**config.mk**
```make
export PLATFORM = sky130hd
export DESIGN_NAME = pid_inval_scanner
export DESIGN_NICKNAME = d
export VERILOG_FILES = /design/src/rtl/pis_pkg.sv /design/src/rtl/pis_match.sv /design/src/rtl/pis_fifo.sv /design/src/rtl/pis_walker.sv /design/src/rtl/pid_inval_scanner.sv
export SDC_FILE = /design/constraint.sdc
export NUM_CORES = 1
export LEC_CHECK = 0
export ABC_AREA = 1
export BUFFER_PORTS_ARGS = -buffer_cell sky130_fd_sc_hd__buf_2
export CAP_MARGIN = 20
export CORE_MARGIN = 2
export CORE_UTILIZATION = 58
export DETAILED_ROUTE_END_ITERATION = 10
export PLACE_DENSITY_LB_ADDON = 0.05
export SKIP_CTS_REPAIR_TIMING = 1
export SLEW_MARGIN = 20
export SYNTH_ARGS = -nofsm -noshare
export SYNTH_HDL_FRONTEND = slang
export SYNTH_SLANG_ARGS = --single-unit
```
**constraint.sdc**
```tcl
create_clock -name clk_i -period 3.6 [get_ports clk_i]
set_input_delay 0.72 -clock clk_i [delete_from_list [all_inputs] [get_ports clk_i]]
set_output_delay 0.72 -clock clk_i [all_outputs]
set_load 0.01 [all_outputs]
```
**src/rtl/pis_pkg.sv**
```systemverilog
package pis_pkg;
  localparam int TAG_W      = 32;
  localparam int PAGE_BITS  = 12;
  localparam int VALID_BIT  = 10;
  localparam int GLOBAL_BIT = 11;
  localparam int VPN_W      = TAG_W - PAGE_BITS;
endpackage

```
**src/rtl/pis_match.sv**
```systemverilog
module pis_match
  import pis_pkg::*;
#(
  parameter int PID_W = 8
) (
  input  logic [TAG_W-1:0] tag_i,
  input  logic [PID_W-1:0] pid_i,
  output logic             hit_o,
  output logic [VPN_W-1:0] vpn_o
);
  // bits between the identifier and the valid flag carry no meaning here
  logic tag_unused;
  assign tag_unused = ^tag_i[VALID_BIT-1:PID_W];

  always_comb begin
    hit_o = tag_i[VALID_BIT] && !tag_i[GLOBAL_BIT] && (tag_i[PID_W-1:0] == pid_i);
    vpn_o = tag_i[TAG_W-1:PAGE_BITS];
  end
endmodule

```
**src/rtl/pis_fifo.sv**
```systemverilog
module pis_fifo #(
  parameter int W     = 20,
  parameter int DEPTH = 4
) (
  input  logic         clk_i,
  input  logic         rst_ni,
  input  logic         push_i,
  input  logic [W-1:0] data_i,
  input  logic         pop_i,
  output logic [W-1:0] data_o,
  output logic         empty_o,
  output logic         full_o
);
  localparam int PTR_W = (DEPTH > 1) ? $clog2(DEPTH) : 1;
  localparam int CNT_W = $clog2(DEPTH + 1);

  logic [W-1:0]     slot_q [DEPTH];
  logic [PTR_W-1:0] wr_q, wr_d, rd_q, rd_d;
  logic [CNT_W-1:0] cnt_q, cnt_d;
  logic             do_push, do_pop;

  assign empty_o = (cnt_q == '0);
  assign full_o  = (cnt_q == CNT_W'(DEPTH));
  assign do_push = push_i && !full_o;
  assign do_pop  = pop_i && !empty_o;
  assign data_o  = slot_q[rd_q];

  always_comb begin
    wr_d  = wr_q;
    rd_d  = rd_q;
    cnt_d = cnt_q;
    if (do_push) wr_d = (wr_q == PTR_W'(DEPTH - 1)) ? '0 : wr_q + 1'b1;
    if (do_pop)  rd_d = (rd_q == PTR_W'(DEPTH - 1)) ? '0 : rd_q + 1'b1;
    if (do_push && !do_pop) cnt_d = cnt_q + 1'b1;
    else if (do_pop && !do_push) cnt_d = cnt_q - 1'b1;
  end

  always_ff @(posedge clk_i or negedge rst_ni) begin
    if (!rst_ni) begin
      wr_q  <= '0;
      rd_q  <= '0;
      cnt_q <= '0;
    end else begin
      wr_q  <= wr_d;
      rd_q  <= rd_d;
      cnt_q <= cnt_d;
    end
  end

  for (genvar g = 0; g < DEPTH; g++) begin : g_slot
    always_ff @(posedge clk_i) begin
      if (do_push && (wr_q == PTR_W'(g))) slot_q[g] <= data_i;
    end
  end
endmodule

```
**src/rtl/pis_walker.sv**
```systemverilog
module pis_walker #(
  parameter int ENTRIES = 16,
  parameter int PID_W   = 8,
  localparam int IDX_W  = $clog2(ENTRIES)
) (
  input  logic             clk_i,
  input  logic             rst_ni,
  input  logic             start_i,
  input  logic [PID_W-1:0] pid_i,
  input  logic             hit_i,
  input  logic             take_i,
  output logic             busy_o,
  output logic [IDX_W-1:0] idx_o,
  output logic [PID_W-1:0] pid_o,
  output logic             done_o
);
  logic             busy_q, busy_d, done_q, done_d, pid_en;
  logic [IDX_W-1:0] idx_q, idx_d;
  logic [PID_W-1:0] pid_q;
  logic             advance, last;

  assign advance = busy_q && (!hit_i || take_i);
  assign last    = (idx_q == IDX_W'(ENTRIES - 1));

  always_comb begin
    busy_d = busy_q;
    idx_d  = idx_q;
    done_d = 1'b0;
    pid_en = 1'b0;
    if (advance) begin
      if (last) begin
        busy_d = 1'b0;
        idx_d  = '0;
        done_d = 1'b1;
      end else begin
        idx_d = idx_q + 1'b1;
      end
    end else if (!busy_q && start_i) begin
      busy_d = 1'b1;
      idx_d  = '0;
      pid_en = 1'b1;
    end
  end

  always_ff @(posedge clk_i or negedge rst_ni) begin
    if (!rst_ni) begin
      busy_q <= 1'b0;
      idx_q  <= '0;
      done_q <= 1'b0;
      pid_q  <= '0;
    end else begin
      busy_q <= busy_d;
      idx_q  <= idx_d;
      done_q <= done_d;
      if (pid_en) pid_q <= pid_i;
    end
  end

  assign busy_o = busy_q;
  assign idx_o  = idx_q;
  assign pid_o  = pid_q;
  assign done_o = done_q;
endmodule

```
**src/rtl/pid_inval_scanner.sv**
```systemverilog
module pid_inval_scanner
  import pis_pkg::*;
#(
  parameter int ENTRIES = 16,
  parameter int PID_W   = 8,
  parameter int QDEPTH  = 4,
  localparam int IDX_W  = $clog2(ENTRIES)
) (
  input  logic             clk_i,
  input  logic             rst_ni,
  input  logic             start_i,
  input  logic [PID_W-1:0] old_pid_i,
  output logic [IDX_W-1:0] rd_idx_o,
  input  logic [TAG_W-1:0] rd_tag_i,
  input  logic             page_req_i,
  input  logic             page_differ_i,
  input  logic [TAG_W-1:0] page_old_tag_i,
  output logic             inv_valid_o,
  input  logic             inv_ready_i,
  output logic [TAG_W-1:0] inv_addr_o,
  output logic             busy_o,
  output logic             done_o
);
  logic [PID_W-1:0] scan_pid;
  logic             scan_raw, scan_hit, scan_take;
  logic [VPN_W-1:0] scan_vpn, q_head;
  logic             page_push, q_pop, q_empty, q_full;
  logic             slot_free, out_vld_q, out_vld_d, out_en;
  logic [VPN_W-1:0] out_vpn_q, out_vpn_d;
  logic             page_unused;

  assign page_unused = ^{page_old_tag_i[PAGE_BITS-1:GLOBAL_BIT], page_old_tag_i[VALID_BIT-1:0]};

  pis_match #(.PID_W(PID_W)) u_match (
    .tag_i (rd_tag_i),
    .pid_i (scan_pid),
    .hit_o (scan_raw),
    .vpn_o (scan_vpn)
  );

  pis_walker #(.ENTRIES(ENTRIES), .PID_W(PID_W)) u_walk (
    .clk_i   (clk_i),
    .rst_ni  (rst_ni),
    .start_i (start_i),
    .pid_i   (old_pid_i),
    .hit_i   (scan_raw),
    .take_i  (scan_take),
    .busy_o  (busy_o),
    .idx_o   (rd_idx_o),
    .pid_o   (scan_pid),
    .done_o  (done_o)
  );

  assign page_push = page_req_i && page_differ_i && page_old_tag_i[VALID_BIT];

  pis_fifo #(.W(VPN_W), .DEPTH(QDEPTH)) u_q (
    .clk_i   (clk_i),
    .rst_ni  (rst_ni),
    .push_i  (page_push),
    .data_i  (page_old_tag_i[TAG_W-1:PAGE_BITS]),
    .pop_i   (q_pop),
    .data_o  (q_head),
    .empty_o (q_empty),
    .full_o  (q_full)
  );

  // output register: queued single-page requests win over scan matches
  always_comb begin
    slot_free = !out_vld_q || inv_ready_i;
    scan_hit  = busy_o && scan_raw;
    q_pop     = slot_free && !q_empty;
    scan_take = slot_free && q_empty && scan_hit;
    out_en    = slot_free;
    out_vld_d = q_pop || scan_take;
    out_vpn_d = q_pop ? q_head : scan_vpn;
  end

  always_ff @(posedge clk_i or negedge rst_ni) begin
    if (!rst_ni) begin
      out_vld_q <= 1'b0;
      out_vpn_q <= '0;
    end else if (out_en) begin
      out_vld_q <= out_vld_d;
      if (out_vld_d) out_vpn_q <= out_vpn_d;
    end
  end

  assign inv_valid_o = out_vld_q;
  assign inv_addr_o  = {out_vpn_q, {PAGE_BITS{1'b0}}};
endmodule

```
After elaboration in Yosys (flattened, before gate mapping)
Memories as Yosys holds them, arrays and structs flattened.
Index checks and enable logic that the tools add are counted.
{"block": "word_totals", "register_bits": 42, "ram_bits": 80, "input_bits": 78, "out_inout_bits": 39, "word_cells": 93, "memories": 1}
{"memory": "u_q.slot_q", "words": 4, "width": 20, "read_ports": 1, "rd_clocked_by_memory_dff": 0, "write_ports": 1, "line": "pis_fifo.sv:17", "source": "logic [W-1:0] slot_q [DEPTH];"}
{"block": "classes", "n_addsub": 5, "n_eq_ne": 8, "n_mux": 32, "n_reduce_logical": 38}
{"cell": "20-bit 2-to-1 mux", "count": 4}
{"cell": "20-bit OR reduction", "count": 3}
{"cell": "1-bit logical AND", "count": 18}
{"cell": "1-bit 2-to-1 mux", "count": 18}
{"cell": "4-bit 2-to-1 mux", "count": 3}
{"cell": "2-bit 2-to-1 mux", "count": 5}
{"cell": "8-bit == test", "count": 1}
{"cell": "1-bit zero test", "count": 8}
{"cell": "2-bit == test, second input constant", "count": 3}
{"cell": "3-bit 2-to-1 mux", "count": 2}
{"cell": "2-bit by 1-bit adder with 2-bit output, second input constant", "count": 2}
{"cell": "4-bit by 1-bit adder with 4-bit output, second input constant", "count": 1}
{"cell": "4-bit == test, second input constant", "count": 1}
{"cell": "2-bit AND reduction", "count": 2}
{"cell": "2-bit nonzero test", "count": 2}
{"cell": "3-bit by 1-bit adder with 3-bit output, second input constant", "count": 1}
{"cell": "3-bit == test, second input constant", "count": 1}
{"cell": "3-bit zero test", "count": 1}
{"cell": "1-bit logical OR", "count": 3}
{"cell": "3-bit by 1-bit subtractor with 3-bit output, second input constant", "count": 1}
{"cell": "2-bit by 1-bit == test with 1-bit output, second input constant", "count": 1}
{"cell": "2-bit zero test", "count": 1}
{"cell": "2-bit != test, second input constant", "count": 1}

Logic depth before layout (Yosys ltp)
{"block": "logic_depth", "word_depth": 10, "depth_mapped": 11, "depth_no_buf": 10}

Cells and area by module
A second synthesis with hierarchy kept.
{"block": "hier_totals", "hier_cells": 591, "area_unflattened_um2": 5791.8}
{"module": "pis_fifo", "n_inst": 1, "cells_per_inst": 294, "area_each_um2": 3673.5, "seq_area_each_um2": 2577.5}
{"module": "pid_inval_scanner", "n_inst": 1, "cells_per_inst": 177, "area_each_um2": 1227.4, "seq_area_each_um2": 525.5}
{"module": "pis_walker", "n_inst": 1, "cells_per_inst": 66, "area_each_um2": 593.1, "seq_area_each_um2": 350.3}
{"module": "pis_match", "n_inst": 1, "cells_per_inst": 54, "area_each_um2": 297.8, "seq_area_each_um2": 0.0}

Least setup slack after synthesis
OpenSTA, ideal clock, no wires.
{"block": "synth_path", "path_type": "input to register", "startpoint": "input port page_old_tag_i[10]", "endpoint": "memory u_q.slot_q[0][0], enable pin", "setup_time_ps": 397, "arrival_time_ps": 2057, "t_required_ps": 3203, "setup_slack_ps": 1146, "stages": 4, "n_path_buf": 0, "path_cell_list": "nand3_1 > a21oi_1 > inv_1 > nor2_1"}
{"block": "synth_via", "elab_chain_len": 9, "elab_cells_between_ends": 23, "classes_between": "mux: 14; reduce/logical: 9"}
{"element": "from (decl)", "line": "pid_inval_scanner.sv:17", "source": "input logic [TAG_W-1:0] page_old_tag_i,"}
{"element": "1-bit logical AND (*)", "line": "pid_inval_scanner.sv:54", "source": "assign page_push = page_req_i && page_differ_i && page_old_tag_i[VALID_BIT];"}
{"element": "1-bit logical AND (*)", "line": "pis_fifo.sv:24", "source": "assign do_push = push_i && !full_o;"}
{"element": "via u_q.do_push", "line": "pis_fifo.sv:20", "source": "logic do_push, do_pop;"}
{"element": "1-bit logical AND", "line": "pis_fifo.sv:52", "source": "if (do_push && (wr_q == PTR_W'(g))) slot_q[g] <= data_i;"}
{"element": "1-bit 2-to-1 mux", "line": "pis_fifo.sv:52"}
{"element": "1-bit 2-to-1 mux (not written as such)", "line": "pis_fifo.sv:52"}
{"element": "20-bit OR reduction (no source line)"}
{"element": "2-bit 2-to-1 mux (no source line) / 1-bit 2-to-1 mux (equally long branches) (3 in series)"}
{"element": "to (decl)", "line": "pis_fifo.sv:17"}
Mark *: on every way through the listed nets, which the timed path passes. The rest lies on a longest branch.

Worst setup path in the final report
{"block": "layout_path", "startpoint": "register u_q.cnt_q[0]", "endpoint": "register u_q.cnt_q[2]"}
{"block": "layout_via", "elab_chain_len": 7, "elab_cells_between_ends": 16, "classes_between": "add/sub: 2; eq/ne: 1; mux: 2; reduce/logical: 11"}
{"element": "from (decl)", "line": "pis_fifo.sv:19", "source": "logic [CNT_W-1:0] cnt_q, cnt_d;"}
{"element": "from (signal assigned)", "line": "pis_fifo.sv:46", "source": "cnt_q <= cnt_d;"}
{"element": "branches (longest 7 deep; another with 3-bit by 1-bit subtractor with 3-bit output)"}
Parallel ways; which one is timed is not known. The select of a mux whose other input is x is not followed.
A chain may end at the register's enable or synchronous reset.

==> results.txt <==
The most common cell in the synthesized netlist is nor2_1. The DRC violation total after the first TritonRoute iteration is 200. The worst register-to-register path ends at u_q.cnt_q[2]$_DFFE_PN0P_. The worst setup path is launched from a flop. The fraction of the cycle the final worst path needs came out at 63.4%.

Among all flip-flop cells after synthesis, the most frequent one is edfxtp_1. In this run the register-to-register setup slack is ~1.3 ns. The highest ir drop seen on vdd came out at 0.421 mV. The die is between 100 and 150 um wide. The final count of negative-setup-slack endpoints is 0.

The worst min-delay path category is in2async. The type of the worst setup path is reg2reg. The mean instance size in the synthesized netlist is 10.6 um^2. Synthesis handed over a netlist of about 510 instances.

Summed over all nets, the half-perimeter wirelength after detailed placement is ~6.7 mm. The initial antenna violation count is 0. The remaining design rule violation count is 0. The number of maximum-capacitance violations came out at 0.

The hold violation total from the final report came out at 0. Buffers placed on the I/O ports in this run total 91. The origin of the critical flop-to-flop path is u_q.cnt_q[0]$_DFFE_PN0P_. The count of flip-flops with a built-in enable after synthesis came out at 80. The peak clock frequency supported by timing is 0.438 GHz. The sum of negative setup slack came out at 0 ns.

The run finished with clean final reports. Relative to the synthesized area, the layout overhead comes to 20.1%. Across all layers, the routed design uses between 3,000 and 4,000 vias. The die covers around 10,000 um^2. In the final layout, the multi-input gates occupy roughly 1600 um^2. The share of layout cells above drive strength 1 came out at 24.8%. For this run, the number of Yosys warnings is 0. The maximum buffer depth of the clock tree is 2.

Dividing total power by cell area gives a power density of between 800 and 900 nW/um^2. Before CTS, the worst setup slack after placement is approximately 1.0 ns. The standard-cell row count came out at 35. The total clock sinks came out at around 120. The number of nets in the layout came out at between 600 and 700.

After detailed routing, the average wire length per cell comes to ~15 um. Of the post-synthesis cell area, the dominant cell type holds between 40% and 50%. The number of H-tree levels came out at 4. The maximum net fanout on the critical path is 22. The pin count of the biggest net entering global routing is 45. Clock tree synthesis selected as its root buffer the cell clkbuf_8. The wire length of the first global-routing pass is about 17 mm. The leakage power came out at approximately 2.8 nW. The top-level I/O count is about 120. The number of distinct library cells after synthesis came out at 33. After synthesis, the cell types taking the most area are edfxtp_1, dfrtp_1, nor2_1. TritonCTS created 17 clock buffers.

Setup repair after global routing left no endpoint under its margin. The remaining global-route overflow came out at 0. The routability congestion estimate is ~0.74. The length in cells of the worst reg-to-reg path is 9.

The register bit total from synthesis is around 120. The worst slew margin relative to its limit came out at around two fifths. The combined flip-flop and latch cell area is between 3000 and 4000 um^2. The total global routing track utilization came out at approximately 23%. The length of the first detailed-routing pass in iterations came out at 4. The CTS clock-pin slew for the worst setup and hold paths is about 0.060 ns. The register area share after synthesis is roughly 64%. The worst hold-check slack came out at between 0.3 and 0.4 ns. The count of nets left with antenna violations after detail routing came out at 0.

The worst path meets setup with 1.32 ns of slack. The synthesized area came out at ~5400 um^2. For this configuration, the core starts out at a cell density of about three fifths. The clock tree skew after final layout came out at 0.0125 ns. The data required time at the worst endpoint is 3.98 ns. The clock latency on the worst-skew pair came out at about 0.50 ns. The area of the core region came out at 9110 um^2. The average via count per standard cell came out at approximately 5.2. The synthesized design spends more area on one cell type than any other, namely edfxtp_1. Sorting the synthesized cells by how often they occur yields nor2_1, edfxtp_1, nand2_1, o21ai_0, dfrtp_1.

The number of max-slew violations in the final report came out at 0. Summed over all layers, the routed wires come to around 11 mm. The shortest clock period the worst path allows after layout came out at 2.28 ns.

The via count of the first global-routing pass came out at ~3,600. The total inserted antenna cells came out at 0. The category of the worst setup path capture point is a flop. The fraction of registers with async set or reset after synthesis came out at approximately 34%. The transition time of the tightest slew-check pin came out at 0.917 ns. In this run the vertical extent of the chip is 100 um. The data arrival at the endpoint of the critical path came out at about 2.7 ns. The clock tree from TritonCTS is yes. The fill cell total of the finished layout came out at 680.
-- cell type report --
cell class	count	share of cell area, %
Clock buffer	19	6.56
Clock inverter	12	2.72
Inverter	29	1.69
Multi-Input combinational cell	329	25.2
Sequential cell	122	53.7
Tap cell	111	2.16
Timing Repair Buffer	99	8.01
-- sequential cells by signal, summed over array words and instances, names as in the netlist --
signal and count:
u_q.slot_q 80, u_walk.idx_o 4, u_walk.done_o 1, u_walk.busy_o 1, inv_valid_o 1, u_walk.pid_o 8
out_vpn_q 20, u_q.wr_q 2, u_q.rd_q 2, u_q.cnt_q 3
-- report_power, final --
| part | total, mW | internal [mW] | switching, mW |
|---|---|---|---|
| logic | 1.60 | 0.591 | 1.00 |
| clock network | 1.69 | 1.12 | 0.573 |
| registers | 1.96 | 1.78 | 0.176 |
| total | 5.24 | 3.49 | 1.75 |
-- through the flow --
stage                     power (mW)  std cells  util, %  area [um^2]
after floorplan                 3.11        516        -         5400
after global placement          3.52        690     64.1         5840
after detailed placement        3.58        690     64.1         5840
after CTS                       5.28        721     70.6         6430
after global routing            5.58        721     70.6         6430
final                           5.24        721     70.6         6430
-- worst max-delay path by stage --
stage                             startpoint                    endpoint  cells after the start
floorplan                 page_old_tag_i[10]  u_q.slot_q[0][0]$_DFFE_PP_                      4
global placement                 inv_ready_i    u_q.cnt_q[2]$_DFFE_PN0P_                     10
detailed placement               inv_ready_i    u_q.cnt_q[2]$_DFFE_PN0P_                     10
CTS                  u_q.rd_q[0]$_DFFE_PN0P_    out_vpn_q[7]$_DFFE_PN0P_                      9
global route         u_q.rd_q[0]$_DFFE_PN0P_   out_vpn_q[10]$_DFFE_PN0P_                      9
finish              u_q.cnt_q[0]$_DFFE_PN0P_    u_q.cnt_q[2]$_DFFE_PN0P_                      9
-- routing by layer --
metal,track usage [%],vias to the layer above,wire [um]
met5,0,-,0
met4,7.90,0,115
met3,7.03,9,670
met2,35.9,124,5180
met1,29.6,1734,4770
li1,-,1865,-
-- worst max-delay path, stage by stage (launching register included) --
cell	delay, ns
dfrtp_1	0.45
nor3_4	0.30
nor2_4	0.06
inv_2	0.30
ha_1	0.21
inv_1	0.07
fa_1	0.38
a21oi_1	0.14
o21ai_0	0.11
xnor2_1	0.13
-- cells in the final DEF, fill, tap and decap left out --
master,synthesis,layout
conb_1,1,12
clkbuf_16,0,16
nand4_1,2,2
nand2_4,1,1
nor2_4,2,2
inv_2,4,4
a21oi_1,6,6
inv_1,24,24
o21ai_1,1,1
or2_2,2,2
clkinv_4,0,2
buf_2,9,91
clkinvlp_4,0,3
dfrtp_1,42,42
nand3_2,1,1
bufinv_16,0,4
clkbuf_8,0,1
o21ai_0,45,45
nor3_4,1,1
clkbuf_1,7,2
buf_4,15,8
clkinv_1,1,1
xor2_1,1,1
edfxtp_1,80,80
mux2_2,5,5
fa_1,1,1
xnor2_1,5,5
nand3_4,1,1
nor2_1,113,109
nand2_1,68,68
nand3_1,32,32
clkinv_2,0,3
nand3b_1,1,1
a31oi_1,20,20
ha_1,7,7
nor2_2,2,6
-- cell families after synthesis --
family	Yosys count	synth area share [%]
buffers and inverters	65	6.26
XOR/XNOR	6	0.981
multiplexers	5	1.05
flip-flops	122	64.5
adder cells (fa/ha/maj)	8	2.01
AO/OA/AOI/OAI	72	7.19
other	1	0.0700
AND/OR/NAND/NOR	226	18.0
Note: power is estimated with default switching activity, not from simulation.
